--- src/rtl/cvt_screen_pkg.sv ---
package cvt_screen_pkg;
  typedef enum logic [2:0] {
    CLS_ZERO = 3'd0,
    CLS_SUB  = 3'd1,
    CLS_NORM = 3'd2,
    CLS_INF  = 3'd3,
    CLS_NAN  = 3'd4
  } fp_class_e;

  typedef enum logic [1:0] {
    KIND_SP  = 2'd0,
    KIND_DP  = 2'd1,
    KIND_I64 = 2'd2,
    KIND_I64B = 2'd3
  } src_kind_e;

  localparam int unsigned CAUSE_W   = 2;
  localparam int unsigned CAUSE_INX = 0;
  localparam int unsigned CAUSE_UNI = 1;

  typedef struct packed {
    logic unimpl;
    logic inexact;
  } verdict_t;
endpackage

--- src/rtl/cvt_float_screen.sv ---
module cvt_float_screen
  import cvt_screen_pkg::*;
#(
  parameter int unsigned EXP_W   = 8,
  parameter int unsigned FRAC_W  = 23,
  parameter int unsigned LIM_EXP = 31
) (
  input  logic [EXP_W+FRAC_W:0] val_i,
  output fp_class_e             cls_o,
  output verdict_t              verdict_o
);
  localparam int unsigned BIAS     = (1 << (EXP_W - 1)) - 1;
  localparam int unsigned LIM_BEXP = BIAS + LIM_EXP;
  localparam logic [EXP_W-1:0] BIAS_V = EXP_W'(BIAS);
  localparam logic [EXP_W-1:0] LIM_V  = EXP_W'(LIM_BEXP);
  localparam logic [EXP_W-1:0] FW_V   = EXP_W'(FRAC_W);

  logic [EXP_W-1:0]  exp_f;
  logic [FRAC_W-1:0] frac_f;
  logic [EXP_W-1:0]  ipos;
  logic [FRAC_W-1:0] frac_mask;
  logic              range_err;
  logic              has_frac;

  assign exp_f  = val_i[EXP_W+FRAC_W-1:FRAC_W];
  assign frac_f = val_i[FRAC_W-1:0];

  always_comb begin
    if (&exp_f)       cls_o = (|frac_f) ? CLS_NAN : CLS_INF;
    else if (~|exp_f) cls_o = (|frac_f) ? CLS_SUB : CLS_ZERO;
    else              cls_o = CLS_NORM;
  end

  assign range_err = (cls_o == CLS_NORM) && (exp_f >= LIM_V);

  // fraction bits below the binary point
  always_comb begin
    ipos      = exp_f - BIAS_V;
    frac_mask = {FRAC_W{1'b1}} >> ipos;
    if (exp_f < BIAS_V)   has_frac = 1'b1;
    else if (ipos >= FW_V) has_frac = 1'b0;
    else                  has_frac = |(frac_f & frac_mask);
  end

  always_comb begin
    verdict_o.unimpl  = (cls_o == CLS_NAN) || (cls_o == CLS_INF) ||
                        (cls_o == CLS_SUB) || range_err;
    verdict_o.inexact = (cls_o == CLS_NORM) && !range_err && has_frac;
  end
endmodule

--- src/rtl/cvt_int_screen.sv ---
module cvt_int_screen
  import cvt_screen_pkg::*;
#(
  parameter int unsigned INT_W   = 64,
  parameter int unsigned LIM_BIT = 55
) (
  input  logic [INT_W-1:0] val_i,
  output verdict_t         verdict_o
);
  localparam int unsigned TOP_W = INT_W - LIM_BIT;

  logic [TOP_W-1:0] top_bits;
  assign top_bits = val_i[INT_W-1:LIM_BIT];

  // in range only when the upper bits are a pure sign extension
  always_comb begin
    verdict_o.unimpl  = !((&top_bits) || (~|top_bits));
    verdict_o.inexact = 1'b0;
  end
endmodule

--- src/rtl/cvt_screen.sv ---
module cvt_screen
  import cvt_screen_pkg::*;
#(
  parameter int unsigned SP_EXP_W   = 8,
  parameter int unsigned SP_FRAC_W  = 23,
  parameter int unsigned SP_LIM_EXP = 31,
  parameter int unsigned DP_EXP_W   = 11,
  parameter int unsigned DP_FRAC_W  = 52,
  parameter int unsigned DP_LIM_EXP = 53,
  parameter int unsigned INT_W      = 64,
  parameter int unsigned INT_LIM    = 55
) (
  input  logic             clk_i,
  input  logic             rst_ni,
  input  logic             valid_i,
  input  logic [1:0]       kind_i,
  input  logic [INT_W-1:0] src_i,
  input  logic             inexact_en_i,
  output logic             valid_o,
  output logic [1:0]       cause_o,
  output logic             block_o,
  output logic             flag_inexact_o
);
  localparam int unsigned SP_W = SP_EXP_W + SP_FRAC_W + 1;
  localparam int unsigned DP_W = DP_EXP_W + DP_FRAC_W + 1;

  fp_class_e sp_cls, dp_cls;
  verdict_t  sp_v, dp_v, int_v, sel_v;

  cvt_float_screen #(.EXP_W(SP_EXP_W), .FRAC_W(SP_FRAC_W), .LIM_EXP(SP_LIM_EXP)) u_sp (
    .val_i     (src_i[SP_W-1:0]),
    .cls_o     (sp_cls),
    .verdict_o (sp_v)
  );

  cvt_float_screen #(.EXP_W(DP_EXP_W), .FRAC_W(DP_FRAC_W), .LIM_EXP(DP_LIM_EXP)) u_dp (
    .val_i     (src_i[DP_W-1:0]),
    .cls_o     (dp_cls),
    .verdict_o (dp_v)
  );

  cvt_int_screen #(.INT_W(INT_W), .LIM_BIT(INT_LIM)) u_int (
    .val_i     (src_i),
    .verdict_o (int_v)
  );

  always_comb begin
    unique case (src_kind_e'(kind_i))
      KIND_SP: sel_v = sp_v;
      KIND_DP: sel_v = dp_v;
      default: sel_v = int_v;
    endcase
  end

  logic [1:0] cause_d;
  always_comb begin
    cause_d = '0;
    if (sel_v.unimpl)       cause_d[CAUSE_UNI] = 1'b1;
    else if (sel_v.inexact) cause_d[CAUSE_INX] = 1'b1;
  end

  always_ff @(posedge clk_i or negedge rst_ni) begin
    if (!rst_ni) begin
      valid_o        <= 1'b0;
      cause_o        <= '0;
      block_o        <= 1'b0;
      flag_inexact_o <= 1'b0;
    end else begin
      valid_o        <= valid_i;
      cause_o        <= valid_i ? cause_d : 2'b00;
      block_o        <= valid_i && sel_v.unimpl;
      flag_inexact_o <= valid_i && !sel_v.unimpl && sel_v.inexact && !inexact_en_i;
    end
  end
endmodule

--- config.mk ---
export PLATFORM = sky130hd
export DESIGN_NAME = cvt_screen
export DESIGN_NICKNAME = d
export VERILOG_FILES = /design/src/rtl/cvt_screen_pkg.sv /design/src/rtl/cvt_float_screen.sv /design/src/rtl/cvt_int_screen.sv /design/src/rtl/cvt_screen.sv
export SDC_FILE = /design/constraint.sdc
export NUM_CORES = 1
export LEC_CHECK = 0
export BUFFER_PORTS_ARGS = -buffer_cell sky130_fd_sc_hd__clkbuf_2
export CORE_UTILIZATION = 45
export DETAILED_ROUTE_END_ITERATION = 12
export GPL_TIMING_DRIVEN = 0
export PLACE_DENSITY = 0.73
export RECOVER_POWER = 50
export SYNTH_ARGS = -nofsm -noshare
export SYNTH_HDL_FRONTEND = slang
export SYNTH_SLANG_ARGS = --single-unit
--- constraint.sdc ---
create_clock -name clk_i -period 1.9 [get_ports clk_i]
set_clock_uncertainty 0.15 [all_clocks]
set_input_delay 0.285 -clock clk_i [delete_from_list [all_inputs] [get_ports clk_i]]
set_output_delay 0.285 -clock clk_i [all_outputs]
set_load 0.05 [all_outputs]
# --- After elaboration in Yosys (flattened, before gate mapping) ---
# Cells that the tools add are included.
classes:
  n_shift: 2
  magnitude_cmp: 6
  addsub: 2
  eq_ne: 9
  mux: 17
  n_bitwise: 2
  n_reduce_logical: 34
ops:
  columns: ["operator", "n"]
  rows:
  - ["$reduce_or A52 Y1", 2]
  - ["$and A52 B52 Y52", 1]
  - ["$shr A52 B11 Y52 const A", 1]
  - ["$reduce_or A23 Y1", 2]
  - ["$and A23 B23 Y23", 1]
  - ["$shr A23 B8 Y23 const A", 1]
  - ["$mux W3", 6]
  - ["$eq A3 B2 Y1 const B", 4]
  - ["$ge A11 B11 Y1 const B", 1]
  - ["$ge A11 B6 Y1 const B", 1]
  - ["$lt A11 B10 Y1 const B", 1]
  - ["$reduce_and A11 Y1", 1]
  - ["$reduce_or A11 Y1", 1]
  - ["$sub A11 B10 Y11 const B", 1]
  - ["$logic_and A1 B1 Y1", 10]
  - ["$mux W1", 9]
  - ["$reduce_and A9 Y1", 1]
  - ["$reduce_or A9 Y1", 1]
  - ["$ge A8 B5 Y1 const B", 1]
  - ["$ge A8 B8 Y1 const B", 1]
  - ["$lt A8 B7 Y1 const B", 1]
  - ["$reduce_and A8 Y1", 1]
  - ["$reduce_or A8 Y1", 1]
  - ["$sub A8 B7 Y8 const B", 1]
  - ["other kinds (8)", 21]
word_totals:
  word_cells: 76
  register_bits: 5
  in_bits: 70
  output_inout_bits: 5

# --- Logic depth before layout (Yosys ltp) ---
# Gate-level depths: netlist (run 1).
depth:
  depth_word: 14
  mapped_depth: 12
  ltp_nobuf: 10

# --- Hierarchy ---
# A second synthesis (run 1) with hierarchy kept.
hier_totals:
  hier_cells: 287
  area_unflattened_um2: 1948.1
modules_own_cells:
  columns: ["module", "instances", "cells_per_inst", "area_each_um2", "seq_area_each_um2"]
  rows:
  - ["cvt_float_screen (u_dp)", 1, 169, 1056.0, 0.0]
  - ["cvt_float_screen (u_sp)", 1, 94, 634.4, 0.0]
  - ["cvt_screen", 1, 14, 198.9, 100.1]
  - ["cvt_int_screen", 1, 10, 58.8, 0.0]

# --- Worst setup path before layout (run 1) ---
# Ideal clock, no wire load.
synth_timing:
  kind: "input port to flip-flop"
  start: "in src_i[52]"
  end: "reg flag_inexact_o"
  slack_ps: -690
  cell_stages: 11
  n_path_buf: 2
  arrival_ps: 2304
  setup_ps: 137
  required_ps: 1613
  cell_sequence: "buf_2 > inv_1 > ha_1 > buf_2 > nor2_1 > o211a_1 > a2111oi_2 > a22o_1 > nand4b_1 > o41ai_2 > a31oi_1"
synth_via:
  elab_chain_len: 12
  elab_cells_between_ends: 29
  classes_between: "1 x add/sub; 3 x order compare; 4 x eq/ne; 1 x shift; 5 x mux; 1 x bitwise; 14 x reduce/logical"
synth_rtl:
  columns: ["item", "line_no", "source"]
  rows:
  - ["start: declaration", "cvt_screen.sv:17", "input logic [INT_W-1:0] src_i,"]
  - ["branches (longest 7 deep; another with $sub A11 B10 Y11)", null, null]
  - ["$pmux W2 S2 (*)", "cvt_screen.sv:48", "unique case (src_kind_e'(kind_i))"]
  - ["$logic_not A1 Y1", "cvt_screen.sv:72", "flag_inexact_o <= valid_i && !sel_v.unimpl && sel_v.inexact && !inexact_en_i;"]
  - ["$logic_and A1 B1 Y1", "cvt_screen.sv:72", null]
  - ["$logic_and A1 B1 Y1 (*) (2 in series)", "cvt_screen.sv:72", null]
  - ["end signal: assignment", "cvt_screen.sv:72", null]
  - ["end: declaration", "cvt_screen.sv:22", "output logic flag_inexact_o"]
# Every way passes the cells marked *.

# --- Final worst setup path (run 1) ---
layout_timing:
  start: "in src_i[55]"
  end: "reg flag_inexact_o"
# The elaborated chain is that of the path after synthesis.

==> impl_metrics.sql, run 1 <==
INSERT INTO impl_metrics (metric_group, metric, value, unit) VALUES
('power', 'ir_worst_vdd', '0.194', 'mV'),
('place', 'dpl.hpwl', '5990', 'um'),
('detailed_routing', 'detailroute.via_count', '2937', ''),
('power', 'power.share.clock', '0.183', ''),
('sta', 'final.setup.tns', '-1.17', 'ns'),
('die', 'initial_util', '0.471', ''),
('sta', 'fmaxAchievable', '401', 'MHz'),
('clock_network', 'cts-root-buf', 'sky130_fd_sc_hd__clkbuf_8', ''),
('yosys', 'synth_area_per_cell', '6.30', 'sq um'),
('yosys', 'synth_sequential_area_ratio', '0.0528', ''),
('detailed_routing', 'remaining_drc_errors', '0', ''),
('yosys', 'synth-main-ff-cell', 'sky130_fd_sc_hd__dfrtp_1', ''),
('hold_path', 'worst_min_delay_path_class', 'in2reg', ''),
('yosys', 'post_synthesis_cell_type_count', '64', ''),
('worst_setup_path', 'cpMostUsedCell', 'sky130_fd_sc_hd__o41ai_2', ''),
('clock_network', 'cts-htree-levels', '1', ''),
('worst_setup_path', 'worstPathArrival', '2.42', 'ns'),
('power', 'switching_share', '0.478', ''),
('clock_network', 'tritoncts', 'yes', ''),
('clock_network', 'clock-sinks', '4', ''),
('clock_network', 'cts.reportedPaths.clkPinSlew', '0.04', 'ns'),
('cells_and_area', 'drive_above_1_share', '0.396', ''),
('cells_and_area', 'flow.area_growth_from_synthesis', '56.9', '%'),
('cells_and_area', 'diodes', '0', ''),
('global_route', 'grt_pass1_wl', '12600', 'um'),
('worst_setup_path', 'critPathSlowestCell', 'sky130_fd_sc_hd__o41ai_2', ''),
('die', 'die-width', '66.9', 'um'),
('detailed_routing', 'post_drt_via_cell_ratio', '6.74', ''),
('worst_setup_path', 'crit_fanout', '10', ''),
('outcome', 'violations_in_the_final_reports', 'setup timing', ''),
('detailed_routing', 'drt_first_iter_violations', '356', ''),
('global_route', 'globalRoute.totalOverflow', '0', ''),
('clock_network', 'total_cts_buffers', '3', ''),
('die', 'placement_row_count', '23', ''),
('global_route', 'number_of_global_route_vias_before_repair', '2602', ''),
('yosys', 'post_synth_inst_count', '301', ''),
('global_route', 'maximum_number_of_pins_on_one_net_before_global_route_repair', '11', ''),
('sta', 'max_slew.worst_pin.slew', '0.555', 'ns'),
('worst_setup_path', 'critical_path.endpoint', 'flag_inexact_o', ''),
('worst_setup_path', 'category_of_the_most_critical_setup_path', 'in2reg', ''),
('sta', 'hold_slack', '0.0554', 'ns'),
('yosys', 'dominant_cell_type_by_area_after_synthesis', 'sky130_fd_sc_hd__nor2_1', ''),
('outcome', 'status', 'finished, violations left', ''),
('yosys', 'yosysWarnings', '0', ''),
('worst_setup_path', 'critical_path.startpoint', 'src_i[55]', ''),
('yosys', 'synth_top_cell_area_share', '0.0673', ''),
('worst_setup_path', 'crit_path_start_kind', 'primary input', ''),
('worst_setup_path', 'critical_path_required', '1.83', 'ns'),
('place', 'routabilityCongestion', '0.955', ''),
('detailed_routing', 'routed_wl', '8440', 'um'),
('sta', 'fin_crit', '2.49', 'ns'),
('yosys', 'synth_seq_cells', '4', ''),
('die', 'boundaryPins', '75', ''),
('detailed_routing', 'drtAntennaViolNets', '0', ''),
('sta', 'setup_slack_of_the_critical_path_after_layout', '-0.591', 'ns'),
('power', 'power_switching', '0.481', 'mW'),
('worst_setup_path', 'critical_path.endpoint_type', 'register', ''),
('sta', 'unrepaired_setup_endpoints_after_global_routing', 'true', ''),
('detailed_routing', 'detailedRoute.firstPassIterationCount', '5', ''),
('power', 'pwr-share-seq', '0.090', ''),
('yosys', 'synthesis.area', '1900', 'sq um'),
('power', 'cellLeakagePower', '1.18', 'nW'),
('cells_and_area', 'final_cells', '436', ''),
('die', 'coreArea', '4030', 'sq um'),
('sta', 'report.final.setup_viol', '2', ''),
('sta', 'slew_headroom', '0.627', ''),
('yosys', 'ffs_w_async_s_r_synth', '1.00', ''),
('global_route', 'grt_use_total', '0.374', ''),
('detailed_routing', 'route.detailed.wl_per_inst', '19.3', 'um'),
('job', 'max_cap_violations', '0', ''),
('cells_and_area', 'layout.cells.most_common_list', '63 x sky130_fd_sc_hd__clkbuf_2, 33 x sky130_fd_sc_hd__nor2_1, 32 x sky130_fd_sc_hd__nand2_1, 22 x sky130_fd_sc_hd__o21ai_0, 18 x sky130_fd_sc_hd__buf_4', '');
## metal layers
layer  vias up  share of wire  track usage
li1       1330              -            -
met1      1335           0.40        0.493
met2       228           0.47        0.606
met3        44          0.089       0.0377
met4         0          0.040        0.165
met5         -              0            0
## worst min-delay path by stage
stage            startpoint  cells after the start  slack [ns]        endpoint
2_1_floorplan        rst_ni                      0       -0.16      cause_o[0]
3_3_place_gp         rst_ni                      1       -0.06         valid_o
3_5_place_dp         rst_ni                      1       -0.06         valid_o
4_1_cts             valid_i                      1        0.05         valid_o
5_1_grt        inexact_en_i                      2        0.07  flag_inexact_o
6_report            valid_i                      1        0.06         valid_o
## cells in the mapped netlist (5+ instances only)
master / n
sky130_fd_sc_hd__inv_1: 11
sky130_fd_sc_hd__a22oi_1: 6
sky130_fd_sc_hd__clkbuf_1: 6
sky130_fd_sc_hd__o21ai_0: 24
sky130_fd_sc_hd__xor2_1: 6
sky130_fd_sc_hd__ha_1: 5
sky130_fd_sc_hd__nand4_1: 7
sky130_fd_sc_hd__o22ai_1: 6
sky130_fd_sc_hd__a21oi_1: 17
sky130_fd_sc_hd__nand2b_1: 5
sky130_fd_sc_hd__nand3_1: 11
sky130_fd_sc_hd__o211ai_1: 5
sky130_fd_sc_hd__nor2b_1: 5
sky130_fd_sc_hd__nor3_1: 14
sky130_fd_sc_hd__buf_2: 7
sky130_fd_sc_hd__nor4_1: 11
sky130_fd_sc_hd__nor2_1: 34
sky130_fd_sc_hd__nand2_1: 33
sky130_fd_sc_hd__xnor2_1: 8
sky130_fd_sc_hd__a31oi_1: 10
## critical path: cells and delay by family
family,cells,cell delay [ns]
AO/OA/AOI/OAI,6,1.41
XOR/XNOR,1,0.31
buffers and inverters,2,0.41
## sequential cells by signal (all words and copies together), names as in the netlist
name,count
cause_o,2
flag_inexact_o,1
valid_o,1
## cell type report
type                            count  area (sq um)  area share
Buffer                             15           110      0.0370
Clock buffer                        3          41.3      0.0139
Inverter                           11          46.3      0.0156
Multi-Input combinational cell    269          2120       0.713
Sequential cell                     4           100      0.0336
Tap cell                           50          62.6      0.0210
Timing Repair Buffer               84           493       0.166
## timing repair
item,in CTS,in global routing
hold endpoints to repair,4,0
gates cloned,0,0
endpoints found under the setup margin,3,3
pin swaps,13,18
setup buffers,11,4
hold buffers,1,0
resized for setup,32,47
## power by group through the flow
stage	registers, mW	logic (mW)	clock network (mW)
final	0.0909	0.731	0.184
after global routing	0.0915	0.775	0.189
after CTS	0.0912	0.628	0.181
after detailed placement	0.0922	0.561	0
after global placement	0.0918	0.560	0
after floorplan	0.107	0.342	0
## stage by stage
stage	utilization	setup slack (ns)	power [mW]	area [sq um]
floorplan	-	-0.431	0.449	2000
global placement	0.597	-1.12	0.652	2410
detailed placement	0.597	-1.07	0.653	2410
CTS	0.674	-0.530	0.901	2720
global route	0.739	-0.681	1.06	2980
finish	0.739	-0.591	1.01	2980
## cells by family (layout without fill, tap and decap cells)
family                   Yosys count  count (layout)  share of synthesized area
AO/OA/AOI/OAI                    108             108                      0.392
XOR/XNOR                          16              16                     0.0818
adder cells (fa/ha/maj)            5               5                     0.0330
buffers and inverters             28             113                     0.0679
flip-flops                         4               4                     0.0528
AND/OR/NAND/NOR                  140             140                      0.373
(Power assumes the default switching activity.)
==> inputs of run 2 (changes only) <==
==> constraint.sdc (replaced) <==
create_clock -name clk_i -period 1.9 [get_ports clk_i]
set_clock_uncertainty 0.15 [all_clocks]
set_input_delay 0.19 -clock clk_i [delete_from_list [all_inputs] [get_ports clk_i]]
set_output_delay 0.19 -clock clk_i [all_outputs]
set_load 0.05 [all_outputs]
==> impl_metrics.sql, run 2 (synthesized netlist as in run 1, its figures left out) <==
INSERT INTO impl_metrics (metric_group, metric, value, unit) VALUES
('worst_setup_path', 'timing.critical_path.max_delay_family', 'compound AO/OA/AOI/OAI gates', ''),
('die', 'die_h', '66.9', 'um'),
('clock_network', 'clock-sinks', '4', ''),
('detailed_routing', 'detailedRoute.firstPassIterationCount', '6', ''),
('worst_setup_path', 'crit_fanout', '10', ''),
('die', 'placement_row_count', '23', ''),
('clock_network', 'cts-htree-levels', '1', ''),
('outcome', 'status', 'finished, violations left', ''),
('sta', 'layout_worst_path_cycle_share', '1.25', ''),
('die', 'die_area', '4480', 'sq um'),
('worst_setup_path', 'critical_path.endpoint_type', 'register', ''),
('sta', 'fin_crit', '2.37', 'ns'),
('worst_setup_path', 'critical_path_required', '1.83', 'ns'),
('sta', 'timing_max_transition_violations_final', '0', ''),
('global_route', 'grt_use_total', '0.375', ''),
('worst_setup_path', 'category_of_the_most_critical_setup_path', 'in2reg', ''),
('sta', 'fmaxAchievable', '422', 'MHz'),
('cells_and_area', 'most_common_library_cell_in_the_layout_ignoring_fill_and_taps', 'sky130_fd_sc_hd__clkbuf_2', ''),
('detailed_routing', 'routed_wl', '8270', 'um'),
('detailed_routing', 'remaining_drc_errors', '0', ''),
('cells_and_area', 'largest_register_ff_count', '2', ''),
('power', 'comb_power_share', '0.724', ''),
('detailed_routing', 'detailroute.via_count', '2917', ''),
('outcome', 'violations_in_the_final_reports', 'setup timing', ''),
('detailed_routing', 'drt_first_iter_violations', '247', ''),
('sta', 'hold_slack', '0.189', 'ns'),
('cells_and_area', 'layout.cells.most_common_list', '63 x sky130_fd_sc_hd__clkbuf_2, 33 x sky130_fd_sc_hd__nor2_1, 33 x sky130_fd_sc_hd__nand2_1, 23 x sky130_fd_sc_hd__o21ai_0, 16 x sky130_fd_sc_hd__buf_4', ''),
('sta', 'slew_headroom', '0.632', ''),
('detailed_routing', 'post_drt_via_cell_ratio', '6.66', ''),
('cells_and_area', 'drive_above_1_share', '0.374', ''),
('sta', 'unrepaired_setup_endpoints_after_global_routing', 'true', ''),
('worst_setup_path', 'worstPathArrival', '2.30', 'ns'),
('worst_setup_path', 'cpMostUsedCell', 'sky130_fd_sc_hd__o41ai_2', ''),
('cells_and_area', 'fin_util', '0.730', ''),
('cells_and_area', 'reg_with_most_ffs', 'cause_o', ''),
('clock_network', 'clockBufferDepth', '2', ''),
('global_route', 'number_of_antenna_violations_at_the_first_check_in_global_routing', '0', ''),
('cells_and_area', 'finalNetCount', '465', ''),
('power', 'internal_power', '0.524', 'mW'),
('die', 'coreArea', '4030', 'sq um'),
('power', 'cellPowerDensity', '338', 'nW/um^2'),
('global_route', 'number_of_global_route_vias_before_repair', '2620', ''),
('worst_setup_path', 'crit_path_start_kind', 'primary input', ''),
('power', 'ir_worst_vdd', '0.223', 'mV'),
('global_route', 'grt_pass1_wl', '12600', 'um'),
('place', 'number_of_i_o_port_buffers', '68', ''),
('cells_and_area', 'diodes', '0', ''),
('detailed_routing', 'drtAntennaViolNets', '0', ''),
('power', 'switching_share', '0.473', ''),
('global_route', 'maximum_number_of_pins_on_one_net_before_global_route_repair', '11', ''),
('clock_network', 'tritoncts', 'yes', ''),
('sta', 'max_slew.worst_pin.slew', '0.547', 'ns'),
('worst_setup_path', 'critical_path.max_stage_delay', '0.41', 'ns'),
('power', 'power.share.clock', '0.185', ''),
('power', 'cellLeakagePower', '1.18', 'nW'),
('global_route', 'globalRoute.totalOverflow', '0', ''),
('place', 'routabilityCongestion', '0.955', ''),
('cells_and_area', 'flow.area_growth_from_synthesis', '54.9', '%'),
('power', 'pwr-share-seq', '0.092', ''),
('power', 'power_switching', '0.470', 'mW'),
('clock_network', 'total_cts_buffers', '3', ''),
('cells_and_area', 'top_regs', 'cause_o (2), flag_inexact_o (1), valid_o (1)', ''),
('worst_setup_path', 'worstPathCellList', 'clkbuf_2, clkbuf_4, xnor2_1, a21oi_2, o21a_1, o41ai_2, a31oi_2, o41ai_2, a31oi_1', ''),
('sta', 'setup_slack_of_the_critical_path_after_layout', '-0.469', 'ns'),
('worst_setup_path', 'cp.buffers_inverters', '2', ''),
('place', 'dp_cells', '419', ''),
('cells_and_area', 'final_cells', '438', ''),
('detailed_routing', 'route.detailed.wl_per_inst', '18.9', 'um'),
('die', 'die-width', '66.9', 'um'),
('job', 'max_cap_violations', '0', ''),
('place', 'preCtsSetupSlack', '-0.971', 'ns'),
('place', 'dpl.hpwl', '5990', 'um'),
('worst_setup_path', 'critPathSlowestCell', 'sky130_fd_sc_hd__o41ai_2', ''),
('sta', 'hold_viol', '0', ''),
('die', 'boundaryPins', '75', ''),
('die', 'initial_util', '0.471', ''),
('sta', 'report.final.setup_viol', '2', ''),
('clock_network', 'cts-root-buf', 'sky130_fd_sc_hd__clkbuf_8', ''),
('hold_path', 'worst_min_delay_path_class', 'in2reg', ''),
('clock_network', 'cts.reportedPaths.clkPinSlew', '0.04', 'ns');
==> run 2: cell count changes in the layout (fill, tap and decap cells not counted), sizes merged <==
cell,change
buf,-2
dlygate4sd3,+2
clkbuf,+2
==> run 2: cell type report <==
class | count | area [sq um]
Buffer | 15 | 110
Clock buffer | 3 | 41.3
Fill cell | 325 | 1090
Inverter | 11 | 46.3
Multi-Input combinational cell | 269 | 2070
Sequential cell | 4 | 100
Tap cell | 50 | 62.6
Timing Repair Buffer | 86 | 513
==> run 2: power by group through the flow <==
stage	sequential, mW	clock (mW)	combinational (mW)
floorplan	0.107	0	0.342
global placement	0.0918	0	0.560
detailed placement	0.0922	0	0.561
CTS	0.0912	0.181	0.631
global route	0.0917	0.192	0.765
finish	0.0914	0.184	0.720
==> run 2: per-stage QoR <==
stage / setup TNS (ns) / power [mW] / area [sq um]
floorplan: -0.660 / 0.449 / 2000
global placement: -2.20 / 0.652 / 2410
detailed placement: -2.15 / 0.653 / 2410
CTS: -0.860 / 0.904 / 2740
global route: -1.13 / 1.05 / 2940
finish: -0.926 / 0.995 / 2940
==> run 2: tightest hold or removal path, cell delays in order <==
cell and delay [ns]:
sky130_fd_sc_hd__clkbuf_2 0.10, sky130_fd_sc_hd__o21ai_0 0.07, sky130_fd_sc_hd__and2_1 0.15
==> run 2: what timing repair did <==
| action | in CTS | in global routing |
|---|---|---|
| pin swaps | 13 | 16 |
| cloned | 0 | 0 |
| setup endpoints to repair | 3 | 3 |
| hold buffers | 3 | 0 |
| setup buffers | 11 | 4 |
| hold endpoints to repair | 6 | 0 |
| resized for setup | 31 | 36 |
==> run 2: path summary, 6_finish.rpt <==
check	startpoint	cells past startpoint	end	slack, ns
setup / recovery	src_i[55]	9	flag_inexact_o	-0.47
hold / removal	kind_i[1]	3	cause_o[1]	0.19
max in group asynchronous	rst_ni	2	cause_o[0]	1.20
min in group asynchronous	rst_ni	2	flag_inexact_o	0.21
==> run 2: layer usage <==
metal / vias to the layer above / GRT usage / routed length (um)
met1: 1325 / 0.492 / 3420
met3: 38 / 0.0428 / 694
li1: 1338 / - / -
met2: 216 / 0.609 / 3860
met5: - / 0 / 0
met4: 0 / 0.165 / 300
==> inputs of run 3 (changes only) <==
--- a/config.mk
+++ b/config.mk
@@ -6,10 +6,10 @@
 export NUM_CORES = 1
 export LEC_CHECK = 0
 export BUFFER_PORTS_ARGS = -buffer_cell sky130_fd_sc_hd__clkbuf_2
-export CORE_UTILIZATION = 45
+export CORE_UTILIZATION = 25
 export DETAILED_ROUTE_END_ITERATION = 12
 export GPL_TIMING_DRIVEN = 0
-export PLACE_DENSITY = 0.73
+export PLACE_DENSITY = 0.45
 export RECOVER_POWER = 50
 export SYNTH_ARGS = -nofsm -noshare
 export SYNTH_HDL_FRONTEND = slang
==> impl_metrics.sql, run 3 (synthesized netlist as in run 1, its figures left out) <==
INSERT INTO impl_metrics (metric_group, metric, value, unit) VALUES
('outcome', 'status', 'finished, violations left', ''),
('outcome', 'violations_in_the_final_reports', 'setup timing', ''),
('sta', 'slew_headroom', '0.680', ''),
('detailed_routing', 'route.met3.wl', '590', 'um'),
('cells_and_area', 'top_regs', 'cause_o (2), flag_inexact_o (1), valid_o (1)', ''),
('detailed_routing', 'remaining_drc_errors', '0', ''),
('cells_and_area', 'layout.cells.most_common_list', '63 x sky130_fd_sc_hd__clkbuf_2, 34 x sky130_fd_sc_hd__nor2_1, 33 x sky130_fd_sc_hd__nand2_1, 21 x sky130_fd_sc_hd__o21ai_0, 21 x sky130_fd_sc_hd__buf_4', ''),
('worst_setup_path', 'crit_path_start_kind', 'primary input', ''),
('sta', 'max_slew.worst_pin.slew', '0.477', 'ns'),
('power', 'power_switching', '0.462', 'mW'),
('cells_and_area', 'flow.area_growth_from_synthesis', '59.0', '%'),
('clock_network', 'cts-htree-levels', '1', ''),
('clock_network', 'cts-root-buf', 'sky130_fd_sc_hd__clkbuf_8', ''),
('place', 'number_of_i_o_port_buffers', '68', ''),
('detailed_routing', 'detailroute.via_count', '2772', ''),
('detailed_routing', 'detailroute.wirelength.met2', '4080', 'um'),
('sta', 'setup_slack_of_the_critical_path_after_layout', '-0.483', 'ns'),
('sta', 'layout_worst_path_cycle_share', '1.25', ''),
('cells_and_area', 'diodes', '0', ''),
('hold_path', 'worstHoldPathCells', '3', ''),
('power', 'cellPowerDensity', '331', 'nW/um^2'),
('detailed_routing', 'detailedRoute.firstPassIterationCount', '5', ''),
('global_route', 'grt_use_total', '0.220', ''),
('die', 'die-width', '89.1', 'um'),
('detailed_routing', 'route.detailed.wl_per_inst', '17.7', 'um'),
('sta', 'fmaxAchievable', '420', 'MHz'),
('sta', 'hold_slack', '0.158', 'ns'),
('sta', 'fin_crit', '2.38', 'ns'),
('clock_network', 'total_cts_buffers', '3', ''),
('die', 'die_h', '89.1', 'um'),
('clock_network', 'clock-sinks', '4', ''),
('worst_setup_path', 'worstPathArrival', '2.37', 'ns'),
('global_route', 'number_of_global_route_vias_before_repair', '2601', ''),
('detailed_routing', 'routedLengthMet1', '3920', 'um'),
('power', 'comb_power_share', '0.735', ''),
('power', 'ir_worst_vdd', '0.187', 'mV'),
('global_route', 'maximum_number_of_pins_on_one_net_before_global_route_repair', '11', ''),
('hold_path', 'worst_min_delay_path_class', 'in2reg', ''),
('job', 'max_cap_violations', '0', ''),
('place', 'dpl.hpwl', '6850', 'um'),
('cells_and_area', 'most_common_library_cell_in_the_layout_ignoring_fill_and_taps', 'sky130_fd_sc_hd__clkbuf_2', ''),
('worst_setup_path', 'critical_path.endpoint_type', 'register', ''),
('detailed_routing', 'post_drt_via_cell_ratio', '5.61', ''),
('die', 'initial_util', '0.260', ''),
('place', 'routabilityCongestion', '0.943', ''),
('clock_network', 'tritoncts', 'yes', ''),
('die', 'placement_row_count', '31', ''),
('global_route', 'grt_pass1_wl', '13500', 'um'),
('cells_and_area', 'largest_register_ff_count', '2', ''),
('cells_and_area', 'reg_with_most_ffs', 'cause_o', ''),
('power', 'internal_power', '0.536', 'mW'),
('sta', 'timing_max_transition_violations_final', '0', ''),
('sta', 'hold_viol', '0', ''),
('die', 'boundaryPins', '75', ''),
('detailed_routing', 'drtAntennaViolNets', '0', ''),
('worst_setup_path', 'critical_path_required', '1.88', 'ns'),
('cells_and_area', 'fillers', '821', ''),
('die', 'coreArea', '7290', 'sq um'),
('clock_network', 'clockBufferDepth', '2', ''),
('cells_and_area', 'fin_util', '0.414', ''),
('global_route', 'globalRoute.totalOverflow', '0', ''),
('cells_and_area', 'drive_above_1_share', '0.387', ''),
('power', 'switching_share', '0.463', ''),
('worst_setup_path', 'category_of_the_most_critical_setup_path', 'in2reg', ''),
('clock_network', 'cts.reportedPaths.clkPinSlew', '0.03', 'ns'),
('detailed_routing', 'drt_first_iter_violations', '147', ''),
('power', 'power.share.clock', '0.174', ''),
('sta', 'unrepaired_setup_endpoints_after_global_routing', 'true', ''),
('die', 'die_area', '7940', 'sq um'),
('power', 'totalPowerFinal', '0.998', 'mW'),
('cells_and_area', 'finalNetCount', '472', ''),
('sta', 'report.final.setup_viol', '2', ''),
('detailed_routing', 'top_layer', 'met4', ''),
('power', 'pwr-share-seq', '0.091', ''),
('global_route', 'number_of_antenna_violations_at_the_first_check_in_global_routing', '0', ''),
('worst_setup_path', 'crit_fanout', '8', ''),
('detailed_routing', 'routed_wl', '8770', 'um'),
('power', 'cellLeakagePower', '1.20', 'nW');
## run 3: cell count changes in the layout (fill, tap and decap cells not counted), moves of 2 or more
cell,previous run,this run
sky130_fd_sc_hd__a22oi_2,2,0
sky130_fd_sc_hd__a21oi_2,2,4
sky130_fd_sc_hd__o21ai_0,23,21
sky130_fd_sc_hd__buf_2,3,5
sky130_fd_sc_hd__a22oi_1,4,6
sky130_fd_sc_hd__o21ai_1,3,5
sky130_fd_sc_hd__xnor2_4,5,2
sky130_fd_sc_hd__xnor2_2,0,4
sky130_fd_sc_hd__buf_4,16,21
sky130_fd_sc_hd__a21oi_1,15,13
sky130_fd_sc_hd__clkbuf_4,5,3
## run 3: layout make-up
cell class	instances	area, sq um	area share
multi-input combinational	269	2020	0.671
timing repair buffer	93	568	0.188
tap	99	124	0.0411
buffer	15	108	0.0357
sequential	4	100	0.0332
inverter	11	52.6	0.0174
clock buffer	3	41.3	0.0137
## run 3: per-layer routing
layer | track usage | vias up
met5 | 0 | -
met4 | 0.0606 | 0
met3 | 0.0305 | 12
met2 | 0.376 | 115
met1 | 0.290 | 1299
li1 | - | 1346
## run 3: what timing repair did
| action | in CTS | in global routing |
|---|---|---|
| setup endpoints to repair | 3 | 3 |
| gates resized for setup | 40 | 25 |
| setup buffers | 17 | 5 |
| pin swaps | 17 | 17 |
| endpoints found under the hold margin | 6 | 0 |
| hold buffers | 3 | 0 |
| cloned | 0 | 0 |
## run 3: critical path: stages
cell and delay, ns:
sky130_fd_sc_hd__clkbuf_8 0.14, sky130_fd_sc_hd__ha_4 0.22, sky130_fd_sc_hd__xor2_4 0.17, sky130_fd_sc_hd__buf_4 0.15, sky130_fd_sc_hd__o41ai_4 0.42, sky130_fd_sc_hd__a22oi_1 0.14, sky130_fd_sc_hd__a41o_1 0.29, sky130_fd_sc_hd__a311oi_2 0.36
sky130_fd_sc_hd__o31ai_2 0.11, sky130_fd_sc_hd__a31oi_1 0.17
## run 3: power groups by stage
stage	sequential, mW	clock [mW]	combinational, mW
global route	0.0917	0.188	0.787
CTS	0.0913	0.178	0.679
global placement	0.0920	0	0.580
floorplan	0.107	0	0.342
finish	0.0912	0.173	0.733
detailed placement	0.0922	0	0.577
## run 3: path summary, 6_finish.rpt
kind / from / end / slack [ns]
worst min-delay path: kind_i[1] / cause_o[1] / 0.16
max in group asynchronous: rst_ni / cause_o[1] / 1.23
min in group asynchronous: rst_ni / cause_o[0] / 0.19
worst max-delay path: src_i[53] / flag_inexact_o / -0.48
## run 3: metrics by stage
| stage | TNS (ns) | worst slack, ns | instances | area, sq um |
|---|---|---|---|---|
| 3_5_place_dp | -2.28 | -0.980 | 468 | 2470 |
| 5_1_grt | -1.17 | -0.602 | 494 | 3020 |
| 2_1_floorplan | -0.660 | -0.336 | 301 | 2000 |
| 4_1_cts | -0.922 | -0.464 | 489 | 2870 |
| 6_report | -0.950 | -0.483 | 494 | 3020 |
| 3_3_place_gp | -2.32 | -1.02 | 468 | 2470 |
